**src/rtl/vlk_pkg.sv**
```systemverilog
package vlk_pkg;
  typedef struct packed {
    logic loadInit;
    logic stepDown;
    logic stepUp;
    logic fbSet;
    logic fbClr;
  } vlkStrobes_t;

  function automatic int pctToCode(input int pct, input int fullCode);
    return (pct * fullCode) / 100;
  endfunction
endpackage

```
**src/rtl/vlk_datapath.sv**
```systemverilog
module vlk_datapath
  import vlk_pkg::*;
#(
  parameter int SP_W         = 8,
  parameter int NUM_STEPS    = 4,
  parameter int FALL_TOP_PCT = 80,
  parameter int STEP_PCT     = 15,
  parameter int HYST_PCT     = 5,
  parameter int FB_ENTER_PCT = 25,
  parameter int FB_EXIT_PCT  = 30,
  localparam int BAND_W      = $clog2(NUM_STEPS + 1),
  localparam int VAL_W       = $clog2(NUM_STEPS + 3)
) (
  input  logic              clk,
  input  logic              rst_n,
  input  logic [SP_W-1:0]   setpoint,
  input  vlkStrobes_t       str,
  input  logic              highLine,
  output logic              cmpDown,
  output logic              cmpUp,
  output logic              fbLow,
  output logic              fbHigh,
  output logic              fbOn,
  output logic [VAL_W-1:0]  valley
);
  localparam int FULL_CODE    = (1 << SP_W) - 1;
  localparam int FB_ENTER_CODE = pctToCode(FB_ENTER_PCT, FULL_CODE);
  localparam int FB_EXIT_CODE  = pctToCode(FB_EXIT_PCT, FULL_CODE);

  logic [NUM_STEPS:0] belowFall;
  logic [NUM_STEPS:0] aboveRise;
  logic [BAND_W-1:0]  band;
  logic [BAND_W-1:0]  initBand;

  assign belowFall[NUM_STEPS] = 1'b0;
  assign aboveRise[0]         = 1'b0;

  for (genvar k = 0; k < NUM_STEPS; k++) begin : g_thr
    localparam int FALL_CODE = pctToCode(FALL_TOP_PCT - k * STEP_PCT, FULL_CODE);
    localparam int RISE_CODE = pctToCode(FALL_TOP_PCT - k * STEP_PCT + HYST_PCT, FULL_CODE);
    assign belowFall[k]   = (setpoint < SP_W'(FALL_CODE));
    assign aboveRise[k+1] = (setpoint > SP_W'(RISE_CODE));
  end

  always_comb begin
    initBand = '0;
    for (int k = 0; k < NUM_STEPS; k++) begin
      initBand = initBand + BAND_W'(belowFall[k]);
    end
  end

  assign cmpDown = belowFall[band];
  assign cmpUp   = aboveRise[band];
  assign fbLow   = (setpoint < SP_W'(FB_ENTER_CODE));
  assign fbHigh  = (setpoint > SP_W'(FB_EXIT_CODE));

  always_ff @(posedge clk or negedge rst_n) begin
    if (!rst_n) begin
      band <= '0;
      fbOn <= 1'b0;
    end else begin
      if (str.loadInit)      band <= initBand;
      else if (str.stepDown) band <= band + BAND_W'(1);
      else if (str.stepUp)   band <= band - BAND_W'(1);

      if (str.loadInit)   fbOn <= fbLow;
      else if (str.fbSet) fbOn <= 1'b1;
      else if (str.fbClr) fbOn <= 1'b0;
    end
  end

  assign valley = VAL_W'(band) + VAL_W'(1) + VAL_W'(highLine);

  assert_band_step_R2: assert property (@(posedge clk) disable iff (!rst_n)
    !str.loadInit |=> (band == $past(band)) || (band == $past(band) + BAND_W'(1))
                      || (band + BAND_W'(1) == $past(band)));

  assert_fb_hold_R8: assert property (@(posedge clk) disable iff (!rst_n)
    fbOn |=> $stable(band));

  assert_fb_entry_R8: assert property (@(posedge clk) disable iff (!rst_n)
    $rose(fbOn) |-> ($past(setpoint) < SP_W'(FB_ENTER_CODE)));

  assert_valley_range_R5: assert property (@(posedge clk) disable iff (!rst_n)
    (valley >= VAL_W'(1)) && (valley <= VAL_W'(NUM_STEPS + 2)));
endmodule

```
**src/rtl/vlk_control.sv**
```systemverilog
module vlk_control
  import vlk_pkg::*;
#(
  parameter int BLANK_TICKS = 25,
  localparam int CNT_W      = $clog2(BLANK_TICKS + 1)
) (
  input  logic        clk,
  input  logic        rst_n,
  input  logic        lineAboveHigh,
  input  logic        lineBelowLow,
  input  logic        tick,
  input  logic        cmpDown,
  input  logic        cmpUp,
  input  logic        fbLow,
  input  logic        fbHigh,
  input  logic        fbOn,
  output vlkStrobes_t str,
  output logic        highLine
);
  logic             initPending;
  logic             rawHigh;
  logic [CNT_W-1:0] blankCnt;

  always_comb begin
    str          = '0;
    str.loadInit = initPending;
    if (!initPending) begin
      str.stepDown = !fbOn && cmpDown;
      str.stepUp   = !fbOn && !cmpDown && cmpUp;
      str.fbSet    = !fbOn && fbLow;
      str.fbClr    = fbOn && fbHigh;
    end
  end

  always_ff @(posedge clk or negedge rst_n) begin
    if (!rst_n) begin
      initPending <= 1'b1;
      rawHigh     <= 1'b0;
      highLine    <= 1'b0;
      blankCnt    <= '0;
    end else begin
      initPending <= 1'b0;
      if (lineAboveHigh)     rawHigh <= 1'b1;
      else if (lineBelowLow) rawHigh <= 1'b0;

      if (rawHigh == highLine) begin
        blankCnt <= '0;
      end else if (tick) begin
        if (blankCnt == CNT_W'(BLANK_TICKS - 1)) begin
          highLine <= rawHigh;
          blankCnt <= '0;
        end else begin
          blankCnt <= blankCnt + CNT_W'(1);
        end
      end
    end
  end

  assert_line_tick_R7: assert property (@(posedge clk) disable iff (!rst_n)
    !tick |=> $stable(highLine));

  assert_line_follows_R6: assert property (@(posedge clk) disable iff (!rst_n)
    (highLine != $past(highLine)) |-> (highLine == $past(rawHigh)));

  assert_step_excl_R2: assert property (@(posedge clk) disable iff (!rst_n)
    $onehot0({str.stepDown, str.stepUp, str.loadInit}));
endmodule

```
**src/rtl/valley_lock.sv**
```systemverilog
module valley_lock
  import vlk_pkg::*;
#(
  parameter int SP_W         = 8,
  parameter int NUM_STEPS    = 4,
  parameter int FALL_TOP_PCT = 80,
  parameter int STEP_PCT     = 15,
  parameter int HYST_PCT     = 5,
  parameter int FB_ENTER_PCT = 25,
  parameter int FB_EXIT_PCT  = 30,
  parameter int BLANK_TICKS  = 25,
  localparam int VAL_W       = $clog2(NUM_STEPS + 3)
) (
  input  logic             clk,
  input  logic             rst_n,
  input  logic [SP_W-1:0]  setpoint,
  input  logic             lineAboveHigh,
  input  logic             lineBelowLow,
  input  logic             tick,
  output logic [VAL_W-1:0] valley,
  output logic             foldback
);
  vlkStrobes_t str;
  logic highLine, cmpDown, cmpUp, fbLow, fbHigh, fbOn;

  vlk_control #(.BLANK_TICKS(BLANK_TICKS)) u_ctrl (
    .clk(clk), .rst_n(rst_n),
    .lineAboveHigh(lineAboveHigh), .lineBelowLow(lineBelowLow), .tick(tick),
    .cmpDown(cmpDown), .cmpUp(cmpUp), .fbLow(fbLow), .fbHigh(fbHigh), .fbOn(fbOn),
    .str(str), .highLine(highLine)
  );

  vlk_datapath #(
    .SP_W(SP_W), .NUM_STEPS(NUM_STEPS), .FALL_TOP_PCT(FALL_TOP_PCT),
    .STEP_PCT(STEP_PCT), .HYST_PCT(HYST_PCT),
    .FB_ENTER_PCT(FB_ENTER_PCT), .FB_EXIT_PCT(FB_EXIT_PCT)
  ) u_dp (
    .clk(clk), .rst_n(rst_n), .setpoint(setpoint), .str(str), .highLine(highLine),
    .cmpDown(cmpDown), .cmpUp(cmpUp), .fbLow(fbLow), .fbHigh(fbHigh),
    .fbOn(fbOn), .valley(valley)
  );

  assign foldback = fbOn;
endmodule

```
**config.mk**
```make
export PLATFORM = sky130hd
export DESIGN_NAME = valley_lock
export DESIGN_NICKNAME = d
export VERILOG_FILES = /design/src/rtl/vlk_pkg.sv /design/src/rtl/vlk_datapath.sv /design/src/rtl/vlk_control.sv /design/src/rtl/valley_lock.sv
export SDC_FILE = /design/constraint.sdc
export NUM_CORES = 1
export LEC_CHECK = 0
export CAP_MARGIN = 5
export CORE_MARGIN = 2
export CORE_UTILIZATION = 50
export CTS_BUF_LIST = sky130_fd_sc_hd__clkbuf_16
export DETAILED_ROUTE_END_ITERATION = 8
export PLACE_DENSITY = 0.88
export SLEW_MARGIN = 10
export SYNTH_ARGS = -nofsm -noshare
export SYNTH_HDL_FRONTEND = slang
export SYNTH_SLANG_ARGS = --single-unit
export TNS_END_PERCENT = 30
```
**constraint.sdc**
```tcl
create_clock -name clk -period 4.3 [get_ports clk]
set_input_delay 0.43 -clock clk [delete_from_list [all_inputs] [get_ports clk]]
set_output_delay 0.43 -clock clk [all_outputs]
set_load 0.005 [all_outputs]
```
==> metrics.txt <==
status=finished clean; GP Congestion=between 0.8 and 0.9; Worst-Skew Late Latency=~240 ps; FILL cells=~160; initial core utilization=0.524; endpoints failing hold=0; Worst Hold Class=flop to flop; Routed WL=around 2300 µm; global-route wire length before repair=4300 µm; Mapped Cells=118; hold_buf cts=0; Max VDD drop=roughly 0.39 mV; leakage=about 0.55 nW; Reg area=around 300 µm²; vias in the first global route=approximately 980; Multi-input gate area=653 µm²; standard-cell row count=16; pwr/cell area=502 nW/µm²; crit path time final=between 2000 and 3000 ps; DR WL/cell=roughly 14 µm; Cell Area, Synth=approximately 1000 µm²; WS Path Type=input pin to flop; worst stage delay on the critical path=about 700 ps; sequential area share after synthesis=0.296; Final Hold Slack=520 ps; CP Capture Type=flop; Synth warnings=0; cell class contributing the biggest share of worst-path delay=adder cells; Critical Path AT=roughly 2900 ps; Antenna Cells=0; critical-path cell list=clkdlybuf4s50_1 > o21ai_0 > a21oi_1 > inv_1 > ha_1 > fa_1 > ha_1 > nor2_1 > a211oi_1 > a22oi_1 > mux2i_1; # placed instances=between 150 and 200; Synth area leader=dfrtp_1; Worst slew margin=0.654; drt pass-1 iters=4; EDFF count, synth=0; Detailed Place HPWL=1650 µm; Die H=slightly below 50 µm; core area=~1900 µm²; most used cell, CP=ha_1; Final Cycle Share=0.653; Worst Tran Pin Value=515 ps; final setup fails=0; number of setup buffers added after CTS=0; Worst setup SP type=input pin; PortBufs=16; critical path fanouts, max=12; worst path buffer plus inverter count=2; Via density=between 6 and 7; syn avg cell area=8.63 µm²; area grow syn2layout=23.8%; Nets=about 160; Yosys reg bits=12; async set-reset flop share out of synthesis=1.00; Total Power=0.000633 W; layout cell share with drive strength beyond 1=0.0752; H-tree levels=1; Final Non-Filler Cells=160; max-slew violations=0; I/O pin count=17; post_cts resized=0; TritonCTS clock tree=yes; required time of the critical path=around 4400 ps; Setup TNS=0 ps; initial antenna violation count=0; synth top area cells=dfrtp_1 27%, ha_1 9.8%, nor2_1 6.6%; DRC Markers=0; Detail Route Antenna Nets=0; Via Count=between 900 and 1000; DRT iter0 DRCs=22; CTS sink cnt=12; die area=about 2400 µm²; Setup Skew=approximately 3.3 ps; achievable frequency=~360 MHz; Netlist cell types=42; RSZ-0062 raised after global routing=false; total gr overflow=0; Die X=between 40 and 50 µm; clock root buffer=clkbuf_16; CTS Buffer Depth=2; largest net degree at the start of global routing=13; Max-cap violations=0; Crit-path slowest cell=clkdlybuf4s50_1; share of the synthesized area in the top cell type=0.270; Total GRT Usage=0.223; ys flop type=dfrtp_1; TritonCTS buffer count=3; Mapped Nets=140; Clock transition at path regs=approximately 50 ps
[cells in the mapped netlist (2+ instances only)]
master	instances
nor3_1	2
a21o_1	4
buf_2	2
o2111ai_1	2
xor2_1	3
inv_1	9
nor4_1	2
a21oi_1	8
a311o_1	3
o21ai_0	2
xnor2_1	4
a211oi_1	2
ha_1	8
dfrtp_1	11
nand2_1	7
nor2_1	18
nor3b_1	2
a22oi_1	2
a31oi_1	2
nand3_1	2
mux2i_1	2
[flip-flops by register name, indices dropped and copies added (netlist names)]
register and count:
u_ctrl.blankCnt 5, u_dp.band 3, u_ctrl.highLine 1, u_ctrl.initPending 1, u_ctrl.rawHigh 1, u_dp.fbOn 1
[per-layer routing]
metal,GRT usage,routed length (µm)
met1,0.287,1030
met2,0.356,1080
met3,0.0552,134
met4,0.0952,34
met5,0,0
[where the power goes]
| part | switching, W | total (W) | internal (W) |
|---|---|---|---|
| Sequential | 0.0000434 | 0.000177 | 0.000134 |
| Clock | 0.0000502 | 0.000173 | 0.000123 |
| Combinational | 0.000134 | 0.000283 | 0.000149 |
| Total | 0.000227 | 0.000633 | 0.000406 |
[stage by stage]
step                      area (µm²)  setup WS (ps)  utilization
final                           1260           1490        0.649
after floorplan                 1020           2010            -
after detailed placement        1180           1270        0.609
after global routing            1260           1280        0.649
after global placement          1180           1340        0.609
after CTS                       1260           1510        0.649
[cell type report]
type	count	area share
clock buffers	3	0.0595
well taps	27	0.0268
flip-flops and latches	12	0.239
inverters	9	0.0268
multi-input cells	92	0.518
clock inverters	1	0.00298
repair buffers	16	0.127
[placed cells by master (no fill, tap or decap), types with 2 or more instances in the layout]
master / netlist / final
a211oi_1: 2 / 2
a21o_1: 4 / 4
a21oi_1: 8 / 8
a22oi_1: 2 / 2
a311o_1: 3 / 3
a31oi_1: 2 / 2
clkbuf_16: 0 / 3
clkdlybuf4s50_1: 0 / 16
dfrtp_1: 11 / 11
ha_1: 8 / 8
inv_1: 9 / 10
mux2i_1: 2 / 2
nand2_1: 7 / 7
nand3_1: 2 / 2
nor2_1: 18 / 18
nor3_1: 2 / 2
nor3b_1: 2 / 2
nor4_1: 2 / 2
o2111ai_1: 2 / 2
o21ai_0: 2 / 2
xnor2_1: 4 / 4
xor2_1: 3 / 3
[cell families (layout without fill, tap and decap cells)]
kind of cell               count (synthesis)  count (layout)  share of synthesized area
AOI/OAI and AO/OA                         35              35                      0.265
muxes                                      3               3                     0.0307
buffers and inverters                     14              29                     0.0626
other                                      1               1                    0.00368
DFF                                       12              12                      0.296
adders and majority gates                  9               9                      0.118
xor gates and xnor gates                   7               7                     0.0602
and+or+nand+nor                           37              37                      0.163
[path summary, 6_finish.rpt]
path / startpoint / endpoint / slack (ps) / cells past startpoint
min: u_ctrl.rawHigh / u_ctrl.rawHigh / 520 / 1
min in group asynchronous: rst_n / u_ctrl.blankCnt[0] / 530 / 1
max reg2reg: u_dp.band[0] / u_dp.band[1] / 2270 / 5
min reg2reg: u_ctrl.rawHigh / u_ctrl.rawHigh / 520 / 1
max in group asynchronous: rst_n / u_ctrl.initPending / 3410 / 1
max: setpoint[6] / u_dp.band[2] / 1490 / 11
Note: power is estimated with default switching activity, not from simulation.
